File: src/rtl/smac_pkg.sv
package smac_pkg;

    typedef enum logic [1:0] {
        MODE_X1  = 2'b00,
        MODE_X2  = 2'b01,
        MODE_X4  = 2'b10,
        MODE_RSV = 2'b11
    } mac_mode_e;

endpackage

File: src/rtl/smac_booth_rows.sv
module smac_booth_rows
    import smac_pkg::*;
#(
    parameter int W = 32
) (
    input  mac_mode_e                       mode,
    input  logic [W-1:0]                    a,
    input  logic [W-1:0]                    b,
    output logic [W/2-1:0][2*W-1:0]         rows
);
    localparam int ACC  = 2 * W;
    localparam int ROWS = W / 2;

    // Booth digit times the multiplicand, then shifted, trimmed to the lane and placed.
    function automatic logic [ACC-1:0] lane_pp(
        input logic [2:0]     grp,
        input logic [ACC-1:0] mc,
        input int             sh,
        input logic [ACC-1:0] keep,
        input int             base
    );
        logic [ACC-1:0] m;
        case (grp)
            3'b001, 3'b010: m = mc;
            3'b011:         m = mc << 1;
            3'b100:         m = -(mc << 1);
            3'b101, 3'b110: m = -mc;
            default:        m = '0;
        endcase
        return ((m << sh) & keep) << base;
    endfunction

    for (genvar r = 0; r < ROWS; r++) begin : g_row
        localparam int P = 2 * r;

        // v = 0: full width, v = 1: half width, v = 2: quarter width
        for (genvar v = 0; v < 3; v++) begin : g_var
            localparam int LW = W >> v;
            localparam int K  = P / LW;
            localparam int J  = P % LW;
            localparam logic [ACC-1:0] KEEP = {ACC{1'b1}} >> (ACC - 2 * LW);

            logic [2:0]     grp;
            logic [ACC-1:0] mc;
            logic [ACC-1:0] pp;

            if (J == 0) begin : g_first
                assign grp = {b[P+1], b[P], 1'b0};
            end else begin : g_inner
                assign grp = {b[P+1], b[P], b[P-1]};
            end

            assign mc = {{(ACC-LW){a[K*LW+LW-1]}}, a[K*LW +: LW]};
            assign pp = lane_pp(grp, mc, J, KEEP, 2 * LW * K);
        end

        always_comb begin
            case (mode)
                MODE_X2: rows[r] = g_var[1].pp;
                MODE_X4: rows[r] = g_var[2].pp;
                default: rows[r] = g_var[0].pp;
            endcase
        end
    end

endmodule

File: src/rtl/smac_csa_chain.sv
module smac_csa_chain #(
    parameter int ACC = 64,
    parameter int N   = 17
) (
    input  logic [N-1:0][ACC-1:0] ops,
    input  logic [ACC-1:0]        kill,
    output logic [ACC-1:0]        sum,
    output logic [ACC-1:0]        cry
);
    always_comb begin
        logic [ACC-1:0] s;
        logic [ACC-1:0] c;
        logic [ACC-1:0] t;
        s = ops[0];
        c = ops[1];
        for (int i = 2; i < N; i++) begin
            t = s ^ c ^ ops[i];
            c = (((s & c) | (s & ops[i]) | (c & ops[i])) << 1) & ~kill;
            s = t;
        end
        sum = s;
        cry = c;
    end

endmodule

File: src/rtl/smac_seg_add.sv
module smac_seg_add #(
    parameter int ACC = 64
) (
    input  logic [ACC-1:0] x,
    input  logic [ACC-1:0] y,
    input  logic [ACC-1:0] kill,
    output logic [ACC-1:0] sum
);
    always_comb begin
        logic cy;
        logic ci;
        cy = 1'b0;
        for (int i = 0; i < ACC; i++) begin
            ci     = cy & ~kill[i];
            sum[i] = x[i] ^ y[i] ^ ci;
            cy     = (x[i] & y[i]) | (ci & (x[i] ^ y[i]));
        end
    end

endmodule

File: src/rtl/smac_simd.sv
module smac_simd
    import smac_pkg::*;
#(
    parameter int W = 32
) (
    input  logic           clk,
    input  logic           rst_n,
    input  logic           in_vld,
    input  logic [1:0]     mode,
    input  logic [W-1:0]   a,
    input  logic [W-1:0]   b,
    input  logic [2*W-1:0] z,
    output logic           out_vld,
    output logic [2*W-1:0] res
);
    localparam int ACC  = 2 * W;
    localparam int ROWS = W / 2;
    localparam int NOPS = ROWS + 1;
    localparam int QRES = W / 2;   // result width of a quarter-width lane
    localparam int HRES = W;       // result width of a half-width lane

    typedef struct packed {
        logic           vld;
        logic [ACC-1:0] res;
    } state_t;

    mac_mode_e                 mode_e;
    logic [ROWS-1:0][ACC-1:0]  rows;
    logic [NOPS-1:0][ACC-1:0]  ops;
    logic [ACC-1:0]            kill;
    logic [ACC-1:0]            cs_sum;
    logic [ACC-1:0]            cs_cry;
    logic [ACC-1:0]            total;
    state_t                    st_d, st_q;

    assign mode_e = mac_mode_e'(mode);

    // kill[i] = 1 drops any carry entering bit i (a lane boundary)
    always_comb begin
        kill = '0;
        for (int i = 1; i < ACC; i++) begin
            if (mode_e == MODE_X4 && (i % QRES) == 0) kill[i] = 1'b1;
            if (mode_e == MODE_X2 && (i % HRES) == 0) kill[i] = 1'b1;
        end
    end

    smac_booth_rows #(.W(W)) u_rows (
        .mode (mode_e),
        .a    (a),
        .b    (b),
        .rows (rows)
    );

    assign ops = {z, rows};

    smac_csa_chain #(.ACC(ACC), .N(NOPS)) u_csa (
        .ops  (ops),
        .kill (kill),
        .sum  (cs_sum),
        .cry  (cs_cry)
    );

    smac_seg_add #(.ACC(ACC)) u_cpa (
        .x    (cs_sum),
        .y    (cs_cry),
        .kill (kill),
        .sum  (total)
    );

    always_comb begin
        st_d     = st_q;
        st_d.vld = in_vld;
        if (in_vld) st_d.res = total;
    end

    always_ff @(posedge clk or negedge rst_n) begin
        if (!rst_n) st_q <= '0;
        else        st_q <= st_d;
    end

    assign out_vld = st_q.vld;
    assign res     = st_q.res;

endmodule


File: config.mk
export PLATFORM = sky130hd
export DESIGN_NAME = smac_simd
export DESIGN_NICKNAME = d
export VERILOG_FILES = /design/src/rtl/smac_pkg.sv /design/src/rtl/smac_booth_rows.sv /design/src/rtl/smac_csa_chain.sv /design/src/rtl/smac_seg_add.sv /design/src/rtl/smac_simd.sv
export SDC_FILE = /design/constraint.sdc
export NUM_CORES = 2
export LEC_CHECK = 0
export ABC_AREA = 1
export BUFFER_PORTS_ARGS = -buffer_cell sky130_fd_sc_hd__buf_4
export CAP_MARGIN = 20
export CELL_PAD_IN_SITES_DETAIL_PLACEMENT = 1
export CELL_PAD_IN_SITES_GLOBAL_PLACEMENT = 2
export CORE_MARGIN = 5
export CORE_UTILIZATION = 38
export DETAILED_ROUTE_END_ITERATION = 6
export GPL_ROUTABILITY_DRIVEN = 0
export PLACE_DENSITY_LB_ADDON = 0.05
export SYNTH_ARGS = -nofsm -noshare
export SYNTH_HDL_FRONTEND = slang
export SYNTH_SLANG_ARGS = --single-unit
File: constraint.sdc
create_clock -name clk -period 1.1 [get_ports clk]
set_clock_uncertainty 0.2 [all_clocks]
set_input_delay 0.22 -clock clk [delete_from_list [all_inputs] [get_ports clk]]
set_output_delay 0.22 -clock clk [all_outputs]
set_load 0.05 [all_outputs]
---- Yosys cells after proc, flatten, opt, wreduce, memory -nomap -nowiden ----
Index checks and enable logic that the tools add are counted.
cells by class
  $add $sub $neg .......................... 14
  eq/ne operators ......................... 104
  mux-type cells .......................... 66
  bitwise gates (word level) .............. 440
  reductions and logical operators ........ 30
operator list
  kind              count
  $and A63 B63 Y63  45
  $pmux W64 S2      16
  $xor A64 B64 Y64  30
  $or A63 B63 Y63   30
  $and A64 B64 Y64  15
  $pmux W62 S4      1
  $pmux W30 S4      2
  $pmux W60 S4      1
  $pmux W58 S4      1
  $pmux W14 S4      4
  $pmux W28 S4      2
  $pmux W56 S4      1
  $pmux W54 S4      1
  $pmux W26 S4      2
  $pmux W52 S4      1
  $pmux W50 S4      1
  $pmux W12 S4      4
  $pmux W16 S3      4
  $pmux W24 S4      2
  $pmux W32 S3      2
  $pmux W48 S4      1
  $pmux W64 S3      1
  $pmux W46 S4      1
  $pmux W22 S4      2
  other kinds (24)  484
word-level totals
  register bits after elaboration ......... 65
  input port bits ......................... 133
  output and inout bits ................... 65
  logic and storage cells ................. 656

---- Depth between registers and ports, before layout ----
  word-level depth ........................ 193
  mapped depth ............................ 103
  gate-level depth less buffers ........... 101

---- Cells and area by module ----
A second synthesis with hierarchy kept.
unflattened totals
  cell total of the unflattened synthesis .. 9225
  area, all modules ....................... 58449.8 um^2
modules (own cells, without submodules)
  module           instances  cells an instance  area each (um^2)
  smac_booth_rows  1          5738               27503.9
  smac_csa_chain   1          2987               26561.7
  smac_simd        1          275                2494.9
  smac_seg_add     1          225                1889.3

---- Least setup slack after synthesis ----
No wires, ideal clock.
  path type ............................... input port to flip-flop
  start point ............................. input port a[9]
  end point ............................... register st_q, in the netlist res[63]
  library setup time ...................... 0.118 ns
  data arrival time ....................... 28.050 ns
  slack ................................... -27.267 ns
  stages .................................. 101
  path buffers ............................ 3
  cells stage by stage .................... inv_2 > clkbuf_1 > clkbuf_1 > ha_1 > nand2_1 > nor2_2 > inv_1 > nor2_1 > inv_1 > nor2_1 > nand2_1 > nand2_1 > clkbuf_1 > o221ai_1 > a21oi_1 > fa_1 > fa_1 > fa_1 > (+65 left out) > fa_1 > fa_1 > fa_1 > fa_1 > xnor2_1 > nand3_1 > nand2_1 > inv_1 > nand2_1 > nand2_2 > nand2_1 > inv_2 > nor2_2 > nand3_1 > nand2_1 > nand2_1 > nand3_1 > nand2_1
on the way
  word-level cells in the longest chain between the ends .. 146
  elaborated cells between the ends (all ways) .. 391
  classes of those cells .................. add/sub: 6; mux: 44; bitwise: 341
RTL lines
  item                                                         line                                        text
  from (decl)                                                  smac_simd.sv:10                             input logic [W-1:0] a,
  $neg A64 Y64 / $neg A32 Y32 (equally long branches)          smac_booth_rows.sv:27                       3'b101, 3'b110: m = -mc;
  $pmux W64 S3 / $pmux W32 S3 (equally long branches)          smac_booth_rows.sv:23                       case (grp)
  $pmux W64 S2                                                 smac_booth_rows.sv:58                       case (mode)
  $xor A64 B64 Y64 / $and A63 B63 Y63 (equally long branches)  smac_csa_chain.sv:17, smac_csa_chain.sv:18
  $xor A64 B64 Y64 / $or A63 B63 Y63 (equally long branches)   smac_csa_chain.sv:17, smac_csa_chain.sv:18
  $xor A64 B64 Y64 (tied with other cells) (28 in series)      smac_csa_chain.sv:17                        t = s ^ c ^ ops[i];
  $xor A1 B1 Y1 (tied with other cells)                        smac_seg_add.sv:16                          cy = (x[i] & y[i]) | (ci & (x[i] ^ y[i]));
  $and A1 B1 Y1 (tied with other cells)                        smac_seg_add.sv:16
  (+103 left out)                                              -
  $or A1 B1 Y1                                                 smac_seg_add.sv:16
  $and A1 B1 Y1                                                smac_seg_add.sv:16
  $or A1 B1 Y1                                                 smac_seg_add.sv:16
  $and A1 B1 Y1                                                smac_seg_add.sv:16
  $or A1 B1 Y1                                                 smac_seg_add.sv:16
  $and A1 B1 Y1                                                smac_seg_add.sv:16
  $or A1 B1 Y1                                                 smac_seg_add.sv:16
  $xor A1 B1 Y1 (*)                                            smac_seg_add.sv:15                          sum[i] = x[i] ^ y[i] ^ ci;
  to (signal assigned)                                         smac_simd.sv:78                             else st_q <= st_d;
  to (decl)                                                    smac_simd.sv:34                             state_t st_d, st_q;
Mark *: on every way between the ends. The rest lies on a longest branch, timed or not.
A chain may end at the register's enable or synchronous reset.

---- Final worst setup path ----
  start point ............................. input port a[3]
  end point ............................... register st_q, in the netlist res[63]
on the way
  word-level cells in the longest chain between the ends .. 158
  elaborated cells between the ends (all ways) .. 415
  classes of those cells .................. add/sub: 6; mux: 44; bitwise: 365
RTL lines
  item                                                         line
  $neg A64 Y64 (tied with other cells)                         smac_booth_rows.sv:27
  $pmux W64 S3 (tied with other cells)                         smac_booth_rows.sv:23
  $pmux W64 S2                                                 smac_booth_rows.sv:58
  $xor A64 B64 Y64 / $and A63 B63 Y63 (equally long branches)  smac_csa_chain.sv:17, smac_csa_chain.sv:18
  $xor A64 B64 Y64 / $or A63 B63 Y63 (equally long branches)   smac_csa_chain.sv:17, smac_csa_chain.sv:18
  $xor A64 B64 Y64 (tied with other cells) (28 in series)      smac_csa_chain.sv:17
  $xor A1 B1 Y1 (tied with other cells)                        smac_seg_add.sv:16
  $and A1 B1 Y1 (tied with other cells)                        smac_seg_add.sv:16
  (+115 left out)                                              -
  $or A1 B1 Y1                                                 smac_seg_add.sv:16
  $and A1 B1 Y1                                                smac_seg_add.sv:16
  $or A1 B1 Y1                                                 smac_seg_add.sv:16
  $and A1 B1 Y1                                                smac_seg_add.sv:16
  $or A1 B1 Y1                                                 smac_seg_add.sv:16
  $and A1 B1 Y1                                                smac_seg_add.sv:16
  $or A1 B1 Y1                                                 smac_seg_add.sv:16
  $xor A1 B1 Y1 (*)                                            smac_seg_add.sv:15
Marked as above.

==> summary.txt <==
Result of the run: complete, but fails checks
Violations in the final reports: DRC, hold timing, setup timing
Ratio of final minimum period to clock period: 2310%
DP Wirelength: 201 mm
Detail-routed via count per cell: 6.33
Router iterations before antenna repair: 7
Slowest stage delay, CP: 550 ps
Peak clock frequency supported by timing: 39.3 MHz
Worst hold path class: input pin to flop
Arrival @ worst endpoint: 25,600 ps
Die width: 350 µm
Shortest clock period the worst path allows after layout: 25,440 ps
# rows: 124
RSZ-0062 raised after global routing: yes
Slew Limit Fails: 0
Average cell area after synthesis: 7.26 µm²
Number of buffer cells added on primary ports: 197
Global Route Usage Sum: 39.2%
Placed cell areas: 0.0548 mm²
Gate Count Post-Synth: 6,039
Max Cap Viol: 0
Cell with the largest stage delay on the worst path: fa_1
# nets final: 8,009
Total core area: 0.115 mm²
Crit path required time: 1260 ps
Crit Path Class: input pin to flop
Number of endpoints with negative hold slack in the final report: 1
Number of warnings issued by yosys: 0
Area delta synth->final: 31.8%
Setup crit end kind: flop
Setup crit start kind: input pin
Die area: 0.122 mm²
Post-synthesis instance area: 0.0438 mm²
Sum of negative setup slack: -825,870 ps
Grt ovf: 0
Global-route wire length before repair: 363 mm
Share of cells above drive strength 1: 28.2%
Post-synth top flop: dfrtp_1
Top fanout value on the critical path: 4
Avg WL per Cell: 29.4 µm
H-Tree Depth: 3
CTS Sinks: 65
Boundary Pins: 198
Area share of the largest cell type after synthesis: 34.4%
Share of synthesized flip-flops with an asynchronous set or reset: 100%
Unique cell type count in the Yosys netlist: 65
Area contributors post-synth: fa_1 (34%), o22ai_1 (10%), inv_1 (8.1%)
Insertion delay to the later sink of the worst-skew pair: 420 ps
Final hold slack: -33.1 ps
Initial standard-cell utilization of the core: 38.3%
Clock tree from TritonCTS: yes
Antenna violations before repair: 4
Number of remaining DRC errors: 9
Worst setup slack for register-to-register paths: -20 ps
Final cell utilization of the core: 50.4%
Seq cells post-synth: 65
Final design area excluding fillers: 0.0578 mm²
Initial DRC count: 6,288
Max transition margin: 42.2%
Synthesized Nets: 7,076
Cts bufs inserted: 9
Library cell occupying the most area in the post-synthesis netlist: fa_1
Most common cell type on the critical path: fa_2
Worst setup margin: -24,340 ps
Total Routed Length: 250 mm
Die height: 350 µm
Routed via count: 53,800
Clock Root Buffer: clkbuf_16
Number of enable flip-flop cells after synthesis: 0
Remaining antenna violation count after routing: 0
Vias in the first global route: 55,600
Number of buffers on the longest clock path: 2
Total of endpoints with negative setup slack in the final report: 128
Pin count of the biggest net entering global routing: 121
Slew of the pin with the lowest slew margin: 866 ps
Hold_buf cts: 1
Share of synthesized area occupied by flip-flops and latches: 3.71%
Clock input transition at the sequential cells of the worst setup and hold paths: 100 ps
repair_timing:
item	CTS	global route
buffers inserted	44	50
resized for setup	237	150
pin swaps	87	70
endpoints found under the setup margin	128	128
endpoints found under the hold margin	66	1
layout make-up:
class	instances	area, µm²
sequential	65	1630
inverter	1021	3940
multi-input combinational	4410	38300
antenna	2	5.00
timing repair buffer	1465	11700
clock inverter	6	97.6
tap	1512	1890
fill	14100	56700
clock buffer	10	239
cells in the final DEF, fill, tap and decap left out, drive strengths merged, types with 22 or more instances in the layout:
master | Yosys | routed
nand3 | 148 | 148
o221ai | 131 | 131
a221oi | 168 | 168
dfrtp | 65 | 65
fa | 752 | 752
o21ai | 440 | 440
buf | 91 | 1464
o22ai | 732 | 732
inv | 978 | 980
a21oi | 154 | 154
o211ai | 42 | 42
nor2 | 420 | 420
ha | 152 | 152
a22oi | 71 | 71
nand2 | 916 | 916
nor3 | 22 | 22
clkinv | 43 | 44
o31ai | 116 | 116
synthesized netlist by cell type (131+ instances only):
cell	instances
a21oi_1	154
a221oi_1	167
clkbuf_1	449
fa_1	752
ha_1	152
inv_1	943
nand2_1	888
nand3_1	133
nor2_1	399
o21ai_0	434
o221ai_1	131
o22ai_1	732
routing by layer:
layer  wire length (µm)  global-route usage [%]  part of all wire (%)
met3              23000                    8.02                   9.2
met1              95500                    49.2                    38
met2             114000                    63.9                    46
met5                 19                       0                0.0076
met4              17100                    20.7                   6.8
worst max-delay path, delay by kind of cell:
kind                     cells  cell delay (ps)
buffers and inverters       14             1080
XOR/XNOR                     1              210
AO/OA/AOI/OAI                3              310
AND/OR/NAND/NOR             19             1650
adder cells (fa/ha/maj)     63            22080
per-stage QoR:
stage	hold slack, ps	setup WS [ps]	std cells
2_1_floorplan	-276	-23920	6039
3_5_place_dp	5.22	-25220	8379
4_1_cts	-107	-24190	8440
6_report	-33.1	-24340	8491
5_1_grt	-8.65	-25090	8489
3_3_place_gp	0.729	-24960	8379
kinds of logic after synthesis:
| family | Yosys count | share of synthesized area [%] |
|---|---|---|
| flip-flops | 65 | 3.71 |
| AO/OA/AOI/OAI | 1958 | 29.1 |
| AND/OR/NAND/NOR | 1540 | 14.7 |
| XOR/XNOR | 8 | 0.160 |
| buffers and inverters | 1564 | 13.7 |
| adder cells (fa/ha/maj) | 904 | 38.7 |
worst paths after layout:
check,from,end,cells after the start
max in group asynchronous,rst_n,res[0],3
worst max-delay path,a[3],res[63],100
worst min register to register,res[49],res[49],2
worst max register to register,res[2],res[2],4
worst min-delay path,z[0],res[0],4
min in group asynchronous,rst_n,out_vld,3
flip-flops by register name (all words and copies together), names as in the netlist:
register and cells:
out_vld 1, res 64
Power is not shown: default switching activity piles up to over one toggle a cycle in this logic, so the estimate is an artifact.
